### src/rtl/ebs_pkg.sv
package ebs_pkg;

    localparam int MC_LEN  = 12;
    localparam int PH_W    = $clog2(MC_LEN);
    localparam int ALE_A0  = 0;
    localparam int ALE_B0  = MC_LEN / 2;
    localparam int ALE_W   = 2;
    localparam int PSEN_A0 = 3;
    localparam int PSEN_B0 = PSEN_A0 + MC_LEN / 2;
    localparam int PSEN_W  = 3;

    typedef logic [PH_W-1:0] phase_t;
    localparam phase_t PH_LAST = phase_t'(MC_LEN - 1);

    typedef struct packed {
        logic ext_code;
        logic dcyc;
        logic d16;
        logic movc;
        logic ale_dis;
    } cyc_attr_t;

    localparam cyc_attr_t ATTR_RST = '0;

    typedef enum logic {HI_SFR = 1'b0, HI_ADDR = 1'b1} hi_src_e;

    function automatic logic in_win(phase_t p, int start, int width);
        return (int'(p) >= start) && (int'(p) < start + width);
    endfunction

    function automatic logic ale_level(phase_t p, cyc_attr_t a);
        if (a.ale_dis && !a.ext_code && !a.dcyc && !a.movc)
            return 1'b1;
        return (in_win(p, ALE_A0, ALE_W) && !a.dcyc) || in_win(p, ALE_B0, ALE_W);
    endfunction

    function automatic logic psen_level_n(phase_t p, cyc_attr_t a);
        return !(a.ext_code && !a.dcyc &&
                 (in_win(p, PSEN_A0, PSEN_W) || in_win(p, PSEN_B0, PSEN_W)));
    endfunction

    function automatic hi_src_e hi_select(cyc_attr_t a);
        if (a.dcyc && !a.d16) return HI_SFR;
        if (a.ext_code || a.dcyc) return HI_ADDR;
        return HI_SFR;
    endfunction

endpackage

### src/rtl/ebs_rst_filter.sv
module ebs_rst_filter #(
    parameter int HOLD = 24
) (
    input  logic clk,
    input  logic rst_in,
    output logic sys_rst
);
    localparam int CW = $clog2(HOLD + 1);
    localparam logic [CW-1:0] LIMIT = CW'(HOLD);

    logic [CW-1:0] run_cnt;

    always_ff @(posedge clk) begin
        if (!rst_in)
            run_cnt <= '0;
        else if (run_cnt != LIMIT)
            run_cnt <= run_cnt + 1'b1;
    end

    assign sys_rst = (run_cnt == LIMIT);
endmodule

### src/rtl/ebs_phase_gen.sv
module ebs_phase_gen
    import ebs_pkg::*;
(
    input  logic   clk,
    input  logic   sys_rst,
    output phase_t phase_q,
    output phase_t phase_nx,
    output logic   wrap
);
    assign wrap     = (phase_q == PH_LAST);
    assign phase_nx = wrap ? '0 : phase_q + 1'b1;

    always_ff @(posedge clk) begin
        if (sys_rst) phase_q <= PH_LAST;
        else         phase_q <= phase_nx;
    end
endmodule

### src/rtl/ebs_strobe_dec.sv
module ebs_strobe_dec
    import ebs_pkg::*;
(
    input  logic      clk,
    input  logic      sys_rst,
    input  logic      wrap,
    input  phase_t    phase_nx,
    input  cyc_attr_t attr_in,
    output cyc_attr_t attr_q,
    output logic      ale_q,
    output logic      psen_n_q
);
    cyc_attr_t attr_nx;

    assign attr_nx = wrap ? attr_in : attr_q;

    always_ff @(posedge clk) begin
        if (sys_rst) begin
            attr_q   <= ATTR_RST;
            ale_q    <= 1'b0;
            psen_n_q <= 1'b1;
        end else begin
            attr_q   <= attr_nx;
            ale_q    <= ale_level(phase_nx, attr_nx);
            psen_n_q <= psen_level_n(phase_nx, attr_nx);
        end
    end
endmodule

### src/rtl/ebs_addr_mux.sv
module ebs_addr_mux
    import ebs_pkg::*;
#(
    parameter int W = 8
) (
    input  hi_src_e      sel,
    input  logic [W-1:0] addr_hi,
    input  logic [W-1:0] p2_sfr,
    output logic [W-1:0] p2_out
);
    always_comb begin
        unique case (sel)
            HI_ADDR: p2_out = addr_hi;
            default: p2_out = p2_sfr;
        endcase
    end
endmodule

### src/rtl/ext_bus_strobe_seq.sv
module ext_bus_strobe_seq
    import ebs_pkg::*;
#(
    parameter int PORT_W = 8,
    parameter int RST_MC = 2
) (
    input  logic              clk,
    input  logic              rst,
    input  logic              ext_code,
    input  logic              xdata_acc,
    input  logic              xdata_wide,
    input  logic              code_tbl_rd,
    input  logic              ale_off,
    input  logic [PORT_W-1:0] addr_hi,
    input  logic [PORT_W-1:0] p2_sfr,
    output logic              ale,
    output logic              psen_n,
    output logic [PORT_W-1:0] p2_out
);
    localparam int HOLD_CYC = RST_MC * MC_LEN;

    logic      sys_rst;
    logic      wrap;
    phase_t    phase_q;
    phase_t    phase_nx;
    cyc_attr_t live_attr;
    cyc_attr_t cur_attr;

    assign live_attr = '{ext_code: ext_code, dcyc: xdata_acc, d16: xdata_wide,
                         movc: code_tbl_rd, ale_dis: ale_off};

    ebs_rst_filter #(.HOLD(HOLD_CYC)) u_rst (
        .clk    (clk),
        .rst_in (rst),
        .sys_rst(sys_rst)
    );

    ebs_phase_gen u_phase (
        .clk     (clk),
        .sys_rst (sys_rst),
        .phase_q (phase_q),
        .phase_nx(phase_nx),
        .wrap    (wrap)
    );

    ebs_strobe_dec u_strobe (
        .clk     (clk),
        .sys_rst (sys_rst),
        .wrap    (wrap),
        .phase_nx(phase_nx),
        .attr_in (live_attr),
        .attr_q  (cur_attr),
        .ale_q   (ale),
        .psen_n_q(psen_n)
    );

    ebs_addr_mux #(.W(PORT_W)) u_mux (
        .sel    (hi_select(cur_attr)),
        .addr_hi(addr_hi),
        .p2_sfr (p2_sfr),
        .p2_out (p2_out)
    );
endmodule

### config.mk
export PLATFORM = sky130hd
export DESIGN_NAME = ext_bus_strobe_seq
export DESIGN_NICKNAME = d
export VERILOG_FILES = /design/src/rtl/ebs_pkg.sv /design/src/rtl/ebs_rst_filter.sv /design/src/rtl/ebs_phase_gen.sv /design/src/rtl/ebs_strobe_dec.sv /design/src/rtl/ebs_addr_mux.sv /design/src/rtl/ext_bus_strobe_seq.sv
export SDC_FILE = /design/constraint.sdc
export NUM_CORES = 1
export LEC_CHECK = 0
export BUFFER_PORTS_ARGS = -buffer_cell sky130_fd_sc_hd__buf_2
export CORE_ASPECT_RATIO = 1.1
export CORE_UTILIZATION = 45
export DETAILED_ROUTE_END_ITERATION = 10
export MAX_ROUTING_LAYER = met4
export PLACE_DENSITY = 0.8
export SLEW_MARGIN = 30
export SYNTH_ARGS = -nofsm -noshare
export SYNTH_HDL_FRONTEND = slang
export SYNTH_HIERARCHICAL = 1
export SYNTH_SLANG_ARGS = --single-unit
export TNS_END_PERCENT = 30
### constraint.sdc
create_clock -name clk -period 4.5 [get_ports clk]
set_input_delay 0.45 -clock clk [delete_from_list [all_inputs] [get_ports clk]]
set_output_delay 0.45 -clock clk [all_outputs]
set_load 0.005 [all_outputs]
---- Word level (Yosys, flattened, before mapping) ----
Index checks and enable logic that the tools add are counted.
cells by class
  add/subtract/negate cells ............... 2
  order comparisons ....................... 7
  equality and inequality tests ........... 3
  mux-type cells .......................... 14
  reductions and logical operators ........ 18
operators by type and width
  kind                                                               number
  two-way mux 1 bit                                                  11
  logical AND 1 bit                                                  10
  less-than comparator 4 bit, second input constant                  2
  two-way mux 8 bit                                                  1
  adder 5 x 1 -> 5 bit, second input constant                        1
  == test 5 bit, second input constant                               1
  logical NOT 1 bit                                                  5
  two-way mux 5 bit                                                  1
  != test 5 bit, second input constant                               1
  adder 4 x 1 -> 4 bit, second input constant                        1
  == test 4 bit, second input constant                               1
  greater-or-equal comparator 4 x 2 -> 1 bit, second input constant  1
  greater-or-equal comparator 4 x 3 -> 1 bit, second input constant  1
  greater-or-equal comparator 4 bit, second input constant           1
  less-than comparator 4 x 2 -> 1 bit, second input constant         1
  less-than comparator 4 x 3 -> 1 bit, second input constant         1
  two-way mux 4 bit                                                  1
  logical OR 1 bit                                                   3
word-level totals
  flip-flop bits (word level) ............. 16
  bits of input ports ..................... 23

---- Depth between registers and ports, before layout ----
Gate-level depths: netlist (run 1).
  depth after elaboration ................. 9
  mapped depth ............................ 6

---- Cells and area by module ----
The synthesis (run 1) kept the hierarchy.
modules (own cells, without submodules)
  module              instances  cells each  area each (um^2)  seq. area each (um^2)
  ebs_strobe_dec      1          30          296.5             140.1
  ebs_rst_filter      1          27          262.8             100.1
  ebs_phase_gen       1          20          196.4             80.1
  ebs_addr_mux        1          9           131.4             0.0
  ext_bus_strobe_seq  1          1           15.0              0.0

---- Worst setup path before layout (run 1) ----
OpenSTA, ideal clock, no wires.
  path type ............................... register to register
  from .................................... reg u_phase.phase_q[0]
  to ...................................... reg u_strobe.ale_q
  setup time .............................. 0.074 ns
  arrival time ............................ 1.545 ns
  slack ................................... 2.881 ns
  cell stages (with the launch flop) ...... 7
  path through ............................ dfxtp_1 ha_1 and3b_2 buf_6 nand2b_4 or4_1 a31oi_1
on the way
  cells in the longest elaborated chain, start to end .. 9
  elaborated cells between the ends (all ways) .. 19
ends and longest elaborated chain
  element                                                                                      RTL line                  text
  start: declaration                                                                           ebs_phase_gen.sv:6        output phase_t phase_q,
  start signal: assignment                                                                     ebs_phase_gen.sv:15       else phase_q <= phase_nx;
  == test 4 bit *                                                                              ebs_phase_gen.sv:10       assign wrap = (phase_q == PH_LAST);
  net wrap                                                                                     ext_bus_strobe_seq.sv:23  logic wrap;
  parallel branches: the longest is 7 deep, another holds less-than comparator 4 x 2 -> 1 bit  n/a
  two-way mux 1 bit *                                                                          ebs_pkg.sv:34             return (in_win(p, ALE_A0, ALE_W) && !a.dcyc) || in_win(p, ALE_B0, ALE_W);
  end signal: assignment                                                                       ebs_strobe_dec.sv:24      ale_q <= ale_level(phase_nx, attr_nx);
  end: declaration                                                                             ebs_strobe_dec.sv:10      output logic ale_q,
Mark *: on every way through the listed nets, which the timed path passes. The select of a mux whose other input is x is not followed.
A chain may end at the register's enable or synchronous reset.

---- Worst setup path after layout (run 1) ----
  from .................................... reg u_strobe/attr_q[3] in the netlist's numbering
  to ...................................... out p2_out[3]
on the way
  cells in the longest elaborated chain, start to end .. 6
  elaborated cells between the ends (all ways) .. 9
ends and longest elaborated chain
  element                         RTL line                  text
  start: declaration              ebs_strobe_dec.sv:9       output cyc_attr_t attr_q,
  start signal: assignment        ebs_strobe_dec.sv:23      attr_q <= attr_nx;
  logical OR 1 bit                ebs_pkg.sv:44             if (a.ext_code || a.dcyc) return HI_ADDR;
  two-way mux 1 bit (2 in a row)  ebs_pkg.sv:44
  two-way mux 1 bit               ebs_pkg.sv:45             return HI_SFR;
  two-way mux 1 bit *             ebs_pkg.sv:44
  two-way mux 8 bit *             ebs_addr_mux.sv:12        unique case (sel)
  end: declaration                ext_bus_strobe_seq.sv:18  output logic [PORT_W-1:0] p2_out
Every way passes the cells marked *; elsewhere a longest branch is shown, timed or not. The select of a mux whose other input is x is not followed.

==> impl_metrics.env, run 1 <==
export IMPL_grt_max_degree=13
export IMPL_syn_area_um2=902
export IMPL_grt_pass1_vias=696
export IMPL_fin_crit_ns=1.93
export IMPL_die_w_um=44.7
export IMPL_worst_slew_pin_slew_ns=0.522
export IMPL_grtUsageMet2=0.309
export IMPL_synth_ff_type="dfxtp_1"
export IMPL_switchingPower_mw=0.228
export IMPL_vias_per_cell=5.04
export IMPL_antennaDiodeCount=0
export IMPL_status="finished clean"
export IMPL_slew_headroom=0.652
export IMPL_setup_worst_path_end_class="output pin"
export IMPL_grtUsageTotal=0.176
export IMPL_swShare=0.351
export IMPL_synth_area_leaders="dfxtp_1 36%, mux2_4 15%, mux2i_1 8.9%"
export IMPL_setup_tns_ns=0
export IMPL_ys_ff_latch=16
export IMPL_synth_most_common_cell="dfxtp_1"
export IMPL_path_clk_slew_ns=0.08
export IMPL_post_cts_resized=0
export IMPL_wl_per_cell_um=12.2
export IMPL_cp_required_ns=4.05
export IMPL_drt_total_wl_mm=1.78
export IMPL_rows=16
export IMPL_drv_cap=0
export IMPL_synth_edf_count=0
export IMPL_clock_sinks=16
export IMPL_drc_errors=0
export IMPL_first_pass_iters=4
export IMPL_rsz0062_at_grt="false"
export IMPL_hold_viol=0
export IMPL_seqPwrFrac=0.352
export IMPL_synth_area_leader_cell="dfxtp_1"
export IMPL_start_util=0.495
export IMPL_grt_overflow_total=0
export IMPL_worstPathArrival_ns=1.48
export IMPL_grt_pass1_wl_mm=2.86
export IMPL_timing_final_crit_share=0.429
export IMPL_dieHeight_um=49.0
export IMPL_vias=736
export IMPL_numPortBuffers=32
export IMPL_skew_ns=0.00516
export IMPL_die_area_um2=2190
export IMPL_pin_count=33
export IMPL_antenna_found_initial=0
export IMPL_power_internal_mw=0.422
export IMPL_fmax_ghz=0.518
export IMPL_crit_type="reg2out"
export IMPL_coreArea_um2=1820
export IMPL_cts_setup_buffers=0
export IMPL_numCtsBuffers=3
export IMPL_synth_top_area_frac=0.355
export IMPL_htreeDepth=1
export IMPL_p_leak_nw=0.503
export IMPL_met3_usage=0.0444
export IMPL_antenna_left=0
export IMPL_use_met1=0.194
export IMPL_cts_tree="built"
export IMPL_syn_avg_cell_area_um2=10.4
export IMPL_fillers=152
export IMPL_worstHoldPathType="in2reg"
export IMPL_synth_cells=87
export IMPL_async_flop_share=0
export IMPL_vdd_drop_max_uv=270
export IMPL_pwr_share_comb=0.541
export IMPL_ys_types=32
export IMPL_yosysSeqAreaShare=0.355
export IMPL_nets=147
export IMPL_drv_slew=0
export IMPL_pwr_share_clk=0.107
export IMPL_areaGrowthSynthToFinish_pct=20.2
export IMPL_clockRootBuffer="clkbuf_4"
export IMPL_drt_iter0_drc=11
export IMPL_path_max_fanout=8
export IMPL_clk_path_buf_depth=2
export IMPL_yosys_warnings=6
export IMPL_synthTopCellsByCount="16 x dfxtp_1, 9 x mux2_4, 9 x nand2_1"
export IMPL_holdWs_ns=0.423
export IMPL_globalplace_congestion=0.723
export IMPL_start_kind="flop"
export IMPL_syn_nets=113
export IMPL_dp_hpwl_mm=1.44
export IMPL_ctsHoldBuffers=0
export IMPL_setup_violations=0
export IMPL_drive_above_1_share=0.420
export IMPL_clock_latency_ns=0.27
export IMPL_power_density_nw_per_um2=599
export IMPL_grt_busiest_layer="met2"
state kept, by name, indices dropped and copies added, names as in the netlist:
register	cells
u_phase/phase_q	4
u_rst/run_cnt	5
u_strobe/ale_q	1
u_strobe/psen_n_q	1
u_strobe/attr_q	5
path summary, 6_finish.rpt:
check,startpoint,end,slack [ns],cells past startpoint
worst max-delay path,u_strobe/attr_q[3]$_SDFF_PP0_,p2_out[3],2.57,3
worst min-delay path,xdata_wide,u_strobe/attr_q[2]$_SDFFE_PP0P_,0.42,3
worst max register to register,u_phase/phase_q[0]$_SDFF_PP1_,u_strobe/psen_n_q$_SDFF_PP1_,2.80,6
worst min register to register,u_rst/run_cnt[4]$_SDFFE_PN0P_,u_rst/run_cnt[4]$_SDFFE_PN0P_,0.48,2
placed cells by master (no fill, tap or decap), types with 3 or more instances in the layout:
master,netlist,final
inv_1,3,3
buf_2,0,32
ha_1,3,3
nand2_1,9,9
clkbuf_4,0,3
nand2b_1,3,3
mux2_4,9,9
nor2_1,5,5
mux2i_1,8,8
dfxtp_1,16,16
stage by stage:
| stage | util | worst slack, ns | area [um2] | cells | power (mW) |
|---|---|---|---|---|---|
| 2_1_floorplan | - | 2.88 | 902 | 87 | 0.510 |
| 3_3_place_gp | 0.583 | 2.88 | 1060 | 143 | 0.562 |
| 3_5_place_dp | 0.583 | 2.83 | 1060 | 143 | 0.581 |
| 4_1_cts | 0.595 | 2.56 | 1080 | 146 | 0.650 |
| 5_1_grt | 0.595 | 2.49 | 1080 | 146 | 0.698 |
| 6_report | 0.595 | 2.57 | 1080 | 146 | 0.650 |
power groups by stage:
| stage | Combinational (mW) | Sequential (mW) | Clock, mW |
|---|---|---|---|
| after floorplan | 0.286 | 0.224 | 0 |
| after global placement | 0.333 | 0.230 | 0 |
| after detailed placement | 0.348 | 0.232 | 0 |
| after CTS | 0.350 | 0.229 | 0.0717 |
| after global routing | 0.384 | 0.236 | 0.0788 |
| final | 0.351 | 0.229 | 0.0694 |
worst max-delay path: stages, from the launching register on:
cell and delay, ns:
dfxtp_1 0.38, mux2_4 0.39, mux2_4 0.31, buf_2 0.13
layer usage:
metal | part of all wire | wire length, um
met1 | 0.42 | 752
met2 | 0.51 | 900
met3 | 0.066 | 117
met4 | 0.0051 | 9
met5 | 0 | 0
area by class of cell:
class | count | area, um2 | share of cell area
clock buffer | 3 | 22.5 | 0.0208
inverter | 3 | 11.3 | 0.0104
multi-input combinational | 65 | 537 | 0.495
sequential | 16 | 320 | 0.295
tap | 27 | 33.8 | 0.0311
timing repair buffer | 32 | 160 | 0.148
cell families (layout without fill, tap and decap cells):
kind of cell / after synthesis / after routing / synth area share
XOR/XNOR: 1 / 1 / 0.00971
adder cells (fa/ha/maj): 3 / 3 / 0.0416
AND/OR/NAND/NOR: 34 / 34 / 0.232
buffers and inverters: 6 / 38 / 0.0499
AO/OA/AOI/OAI: 10 / 10 / 0.0735
flip-flops: 16 / 16 / 0.355
multiplexers: 17 / 17 / 0.239
Note: power is estimated with default switching activity, not from simulation.
==> run 2, diff against run 1 <==
--- a/config.mk
+++ b/config.mk
@@ -5,9 +5,10 @@
 export SDC_FILE = /design/constraint.sdc
 export NUM_CORES = 1
 export LEC_CHECK = 0
+export ABC_AREA = 1
 export BUFFER_PORTS_ARGS = -buffer_cell sky130_fd_sc_hd__buf_2
 export CORE_ASPECT_RATIO = 1.1
-export CORE_UTILIZATION = 45
+export CORE_UTILIZATION = 43
 export DETAILED_ROUTE_END_ITERATION = 10
 export MAX_ROUTING_LAYER = met4
 export PLACE_DENSITY = 0.8
==> constraint.sdc (replaced) <==
create_clock -name clk -period 1.62 [get_ports clk]
set_input_delay 0.162 -clock clk [delete_from_list [all_inputs] [get_ports clk]]
set_output_delay 0.162 -clock clk [all_outputs]
set_load 0.005 [all_outputs]
==> impl_metrics.env, run 2 <==
export IMPL_drv_slew=0
export IMPL_drv_cap=0
export IMPL_worstPathArrival_ns=1.63
export IMPL_coreArea_um2=1860
export IMPL_setup_worst_path_end_class="flop"
export IMPL_grt_pass1_vias=813
export IMPL_clock_latency_ns=0.28
export IMPL_final_area_um2=1130
export IMPL_antennaDiodeCount=0
export IMPL_drt_total_wl_mm=1.92
export IMPL_setup_tns_ns=0
export IMPL_vias=934
export IMPL_cpMaxStageDelayCell="dfxtp_2"
export IMPL_numPortBuffers=32
export IMPL_path_clk_slew_ns=0.09
export IMPL_htreeDepth=1
export IMPL_synth_most_common_cell="nand2_1"
export IMPL_cp_required_ns=1.79
export IMPL_synth_ff_type="dfxtp_1"
export IMPL_yosys_warnings=6
export IMPL_numCtsBuffers=3
export IMPL_slew_headroom=0.801
export IMPL_vdd_drop_max_uv=530
export IMPL_antenna_left=0
export IMPL_synth_edf_count=0
export IMPL_power_density_nw_per_um2=772
export IMPL_dp_hpwl_mm=1.54
export IMPL_wl_met1_um=814
export IMPL_drive_above_1_share=0.311
export IMPL_timing_final_crit_share=0.898
export IMPL_hold_viol=0
export IMPL_rsz0062_at_grt="false"
export IMPL_met2_length_mm=1.01
export IMPL_setup_violations=0
export IMPL_regArea_um2=322
export IMPL_vias_per_cell=4.58
export IMPL_skew_ns=0.00184
export IMPL_multiInputGateArea_um2=492
export IMPL_crit_chain="ha_1, nand2_2, nor2_4, inv_2, nand2_2, nand2_2, nand2_1, nand2_1, nor2_1, nor2_1"
export IMPL_drt_iter0_drc=11
export IMPL_fmax_ghz=0.687
export IMPL_cpPeakStageDelay_ns=0.38
export IMPL_areaGrowthSynthToFinish_pct=26.2
export IMPL_grtUsageTotal=0.183
export IMPL_globalplace_congestion=0.779
export IMPL_cp_num_buf_inv=1
export IMPL_placed_cell_area_um2=1090
export IMPL_synth_top_area_frac=0.357
export IMPL_crit_family="simple AND/OR/NAND/NOR gates"
export IMPL_crit_type="reg2reg"
export IMPL_antenna_found_initial=0
export IMPL_die_w_um=45.6
export IMPL_mostFrequentLayoutCell="nand2_1"
export IMPL_fillers=201
export IMPL_layoutNonFillerInstCount=204
export IMPL_grt_max_degree=13
export IMPL_async_flop_share=0
export IMPL_dr_wl_met3_um=81
export IMPL_ys_ff_latch=16
export IMPL_synth_area_leaders="dfxtp_1 36%, nand2_1 22%, inv_1 7.1%"
export IMPL_yosysSeqAreaShare=0.357
export IMPL_top_layer_used="met4"
export IMPL_drc_errors=0
export IMPL_status="finished clean"
export IMPL_rows=16
export IMPL_syn_avg_cell_area_um2=6.37
export IMPL_ys_types=19
export IMPL_die_area_um2=2280
export IMPL_clock_sinks=16
export IMPL_nets=204
export IMPL_fin_crit_ns=1.45
export IMPL_start_util=0.483
export IMPL_synth_cells=141
export IMPL_dieHeight_um=49.9
export IMPL_pin_count=33
export IMPL_ctsHoldBuffers=0
export IMPL_clockRootBuffer="clkbuf_4"
export IMPL_synthTopCellsByCount="53 x nand2_1, 17 x inv_1, 16 x dfxtp_1"
export IMPL_worstHoldPathType="in2reg"
export IMPL_top_regs="u_rst/run_cnt x5, u_strobe/attr_q x5, u_phase/phase_q x4"
export IMPL_mostFrequentLayoutCells="52 x nand2_1, 32 x buf_2, 17 x inv_1"
export IMPL_cpMostUsedCell="nand2_2"
export IMPL_path_max_fanout=7
export IMPL_first_pass_iters=4
export IMPL_syn_nets=167
export IMPL_worst_slew_pin_slew_ns=0.297
export IMPL_clk_path_buf_depth=2
export IMPL_grt_overflow_total=0
export IMPL_syn_area_um2=898
export IMPL_dp_cells=200
export IMPL_start_kind="flop"
export IMPL_cts_tree="built"
export IMPL_grt_pass1_wl_mm=3.05
export IMPL_synth_area_leader_cell="dfxtp_1"
export IMPL_p_leak_nw=0.628
export IMPL_wl_per_cell_um=9.41
## run 2: final cells by class
cell class                      count  share of cell area
Clock buffer                        4              0.0320
Inverter                           22              0.0728
Timing Repair Buffer               33               0.148
Sequential cell                    16               0.284
Multi-Input combinational cell    102               0.434
Tap cell                           27              0.0298
## run 2: per-stage QoR
| step | hold slack (ns) | utilization | worst slack [ns] | total power [mW] |
|---|---|---|---|---|
| after floorplan | 0.282 | - | 0.170 | 0.555 |
| after global placement | 0.424 | 0.585 | 0.146 | 0.617 |
| after detailed placement | 0.428 | 0.585 | 0.0445 | 0.625 |
| after CTS | 0.111 | 0.604 | 0.0137 | 0.889 |
| after global routing | 0.122 | 0.609 | 0.0493 | 0.934 |
| final | 0.125 | 0.609 | 0.165 | 0.876 |
## run 2: where the power goes
group / internal (mW) / total (mW) / switching [mW]
Combinational: 0.0823 / 0.180 / 0.0980
Clock: 0.137 / 0.260 / 0.123
Sequential: 0.419 / 0.436 / 0.0165
Total: 0.638 / 0.876 / 0.237
## run 2: path summary, 6_finish.rpt
check             cells past startpoint                              end  slack (ns)                            start
hold / removal                        3    u_rst/run_cnt[4]$_SDFFE_PN0P_        0.12                              rst
hold reg to reg                       2  u_strobe/attr_q[2]$_SDFFE_PP0P_        0.48  u_strobe/attr_q[2]$_SDFFE_PP0P_
setup / recovery                     10        u_strobe/ale_q$_SDFF_PP0_        0.17    u_phase/phase_q[0]$_SDFF_PP1_
setup reg to reg                     10        u_strobe/ale_q$_SDFF_PP0_        0.17    u_phase/phase_q[0]$_SDFF_PP1_
## run 2: tightest hold or removal path, stage by stage
cell and delay, ns:
buf_2 0.12, nand2_1 0.06, nor2_1 0.03
## run 2: per-layer routing
| metal | GRT usage | up-vias |
|---|---|---|
| met4 | 0.0758 | 0 |
| met1 | 0.193 | 410 |
| met2 | 0.326 | 24 |
| met3 | 0.0256 | 2 |
| met5 | - | - |
| li1 | - | 498 |
## run 2: what timing repair did
| item | in CTS | in global routing |
|---|---|---|
| setup endpoints to repair | 0 | 9 |
| setup buffers | 0 | 0 |
| resized for setup | 0 | 3 |
## run 2: cell families (layout without fill, tap and decap cells)
kind of cell | count (synthesis) | after routing | synth area share
compound gates | 8 | 8 | 0.0487
xor+xnor | 1 | 1 | 0.00975
flops | 16 | 16 | 0.357
simple gates | 90 | 90 | 0.439
fa+ha+maj | 3 | 3 | 0.0418
buf+inv | 23 | 59 | 0.104
==> run 3, diff against run 2 <==
--- a/config.mk
+++ b/config.mk
@@ -10,8 +10,10 @@
 export CORE_ASPECT_RATIO = 1.1
 export CORE_UTILIZATION = 43
 export DETAILED_ROUTE_END_ITERATION = 10
+export GPL_TIMING_DRIVEN = 0
 export MAX_ROUTING_LAYER = met4
 export PLACE_DENSITY = 0.8
+export SKIP_CTS_REPAIR_TIMING = 1
 export SLEW_MARGIN = 30
 export SYNTH_ARGS = -nofsm -noshare
 export SYNTH_HDL_FRONTEND = slang
==> impl_metrics.env, run 3 (synthesis results as in run 2) <==
export IMPL_dp_hpwl_mm=1.52
export IMPL_drive_above_1_share=0.326
export IMPL_setup_violations=0
export IMPL_top_regs="u_rst/run_cnt x5, u_strobe/attr_q x5, u_phase/phase_q x4"
export IMPL_die_area_um2=2280
export IMPL_clk_path_buf_depth=2
export IMPL_drv_cap=0
export IMPL_numCtsBuffers=3
export IMPL_areaGrowthSynthToFinish_pct=28.4
export IMPL_fillers=184
export IMPL_final_area_um2=1150
export IMPL_grtUsageTotal=0.185
export IMPL_numPortBuffers=32
export IMPL_htreeDepth=1
export IMPL_status="finished clean"
export IMPL_wl_per_cell_um=9.12
export IMPL_mostFrequentLayoutCells="52 x nand2_1, 32 x buf_2, 17 x inv_1"
export IMPL_antennaDiodeCount=0
export IMPL_antenna_found_initial=0
export IMPL_hold_viol=0
export IMPL_antenna_left=0
export IMPL_grt_max_degree=13
export IMPL_start_kind="flop"
export IMPL_worstHoldPathType="in2reg"
export IMPL_path_clk_slew_ns=0.09
export IMPL_grt_pass1_vias=800
export IMPL_drc_errors=0
export IMPL_first_pass_iters=4
export IMPL_vdd_drop_max_uv=571
export IMPL_fin_crit_ns=1.47
export IMPL_drt_iter0_drc=4
export IMPL_placed_cell_area_um2=1090
export IMPL_grt_pass1_wl_mm=3.02
export IMPL_rsz0062_at_grt="false"
export IMPL_holdWs_ns=0.114
export IMPL_crit_type="reg2reg"
export IMPL_path_max_fanout=8
export IMPL_start_util=0.483
export IMPL_rows=16
export IMPL_drt_total_wl_mm=1.87
export IMPL_vias_per_cell=4.58
export IMPL_cts_tree="built"
export IMPL_clock_latency_ns=0.28
export IMPL_cp_required_ns=1.80
export IMPL_regArea_um2=325
export IMPL_clockRootBuffer="clkbuf_4"
export IMPL_dpl_worst_slack_ns=-0.0630
export IMPL_multiInputGateArea_um2=494
export IMPL_coreArea_um2=1860
export IMPL_mostFrequentLayoutCell="nand2_1"
export IMPL_power_density_nw_per_um2=766
export IMPL_worst_slew_pin_slew_ns=0.284
export IMPL_pin_count=33
export IMPL_skew_ns=0.00498
export IMPL_dieHeight_um=49.9
export IMPL_slew_headroom=0.810
export IMPL_setup_worst_path_end_class="flop"
export IMPL_total_power_mw=0.883
export IMPL_clock_sinks=16
export IMPL_finalWorstSetupSlack_ns=0.147
export IMPL_p_leak_nw=0.633
export IMPL_fmax_ghz=0.679
export IMPL_timing_final_crit_share=0.909
export IMPL_die_w_um=45.6
export IMPL_worstPathArrival_ns=1.65
export IMPL_grt_overflow_total=0
export IMPL_nets=205
export IMPL_drv_slew=0
export IMPL_vias=939
export IMPL_globalplace_congestion=0.710
run 3: cell types whose count changed in the layout (fill, tap and decap cells not counted), sizes merged:
cell  previous run  this run
buf             33        34
run 3: path summary, 6_finish.rpt:
check | from | to | slack [ns] | cells past startpoint
worst max-delay path | u_phase/phase_q[0]$_SDFF_PP1_ | u_strobe/ale_q$_SDFF_PP0_ | 0.15 | 10
worst min-delay path | xdata_wide | u_strobe/attr_q[2]$_SDFFE_PP0P_ | 0.11 | 3
worst max register to register | u_phase/phase_q[0]$_SDFF_PP1_ | u_strobe/ale_q$_SDFF_PP0_ | 0.15 | 10
worst min register to register | u_phase/phase_q[0]$_SDFF_PP1_ | u_phase/phase_q[0]$_SDFF_PP1_ | 0.46 | 1
run 3: cell type report:
cell class | count | area share
Tap cell | 27 | 0.0293
Buffer | 1 | 0.00976
Inverter | 22 | 0.0738
Sequential cell | 16 | 0.282
Multi-Input combinational cell | 102 | 0.428
Clock buffer | 4 | 0.0315
Timing Repair Buffer | 33 | 0.145
run 3: per-layer routing:
metal	vias to the layer above	wire length, um	GRT usage	part of all wire
met1	412	787	0.187	0.42
met3	2	74	0.0440	0.040
met5	-	0	-	0
met4	0	16	0.0758	0.0086
li1	503	-	-	-
met2	22	992	0.326	0.53
run 3: report_power, final:
group	total [mW]	leakage, nW	switching (mW)	internal, mW
registers	0.435	0.134	0.0169	0.418
logic	0.189	0.479	0.100	0.0890
clock network	0.259	0.0210	0.122	0.137
run 3: stage by stage:
| stage | TNS (ns) | utilization | std cells |
|---|---|---|---|
| 6_report | 0 | 0.620 | 205 |
| 5_1_grt | 0 | 0.620 | 205 |
| 4_1_cts | -0.138 | 0.606 | 204 |
| 3_5_place_dp | -0.110 | 0.587 | 200 |
| 3_3_place_gp | -0.0134 | 0.587 | 200 |
| 2_1_floorplan | 0 | - | 141 |
run 3: critical path: stages (launching register included):
cell and delay, ns:
dfxtp_4 0.38, ha_2 0.20, nand2_2 0.08, nor2_4 0.24, inv_4 0.08, nand2_2 0.07
nand2_2 0.07, nand2_1 0.07, nand2_1 0.04, nor2_1 0.09, nor2_1 0.04
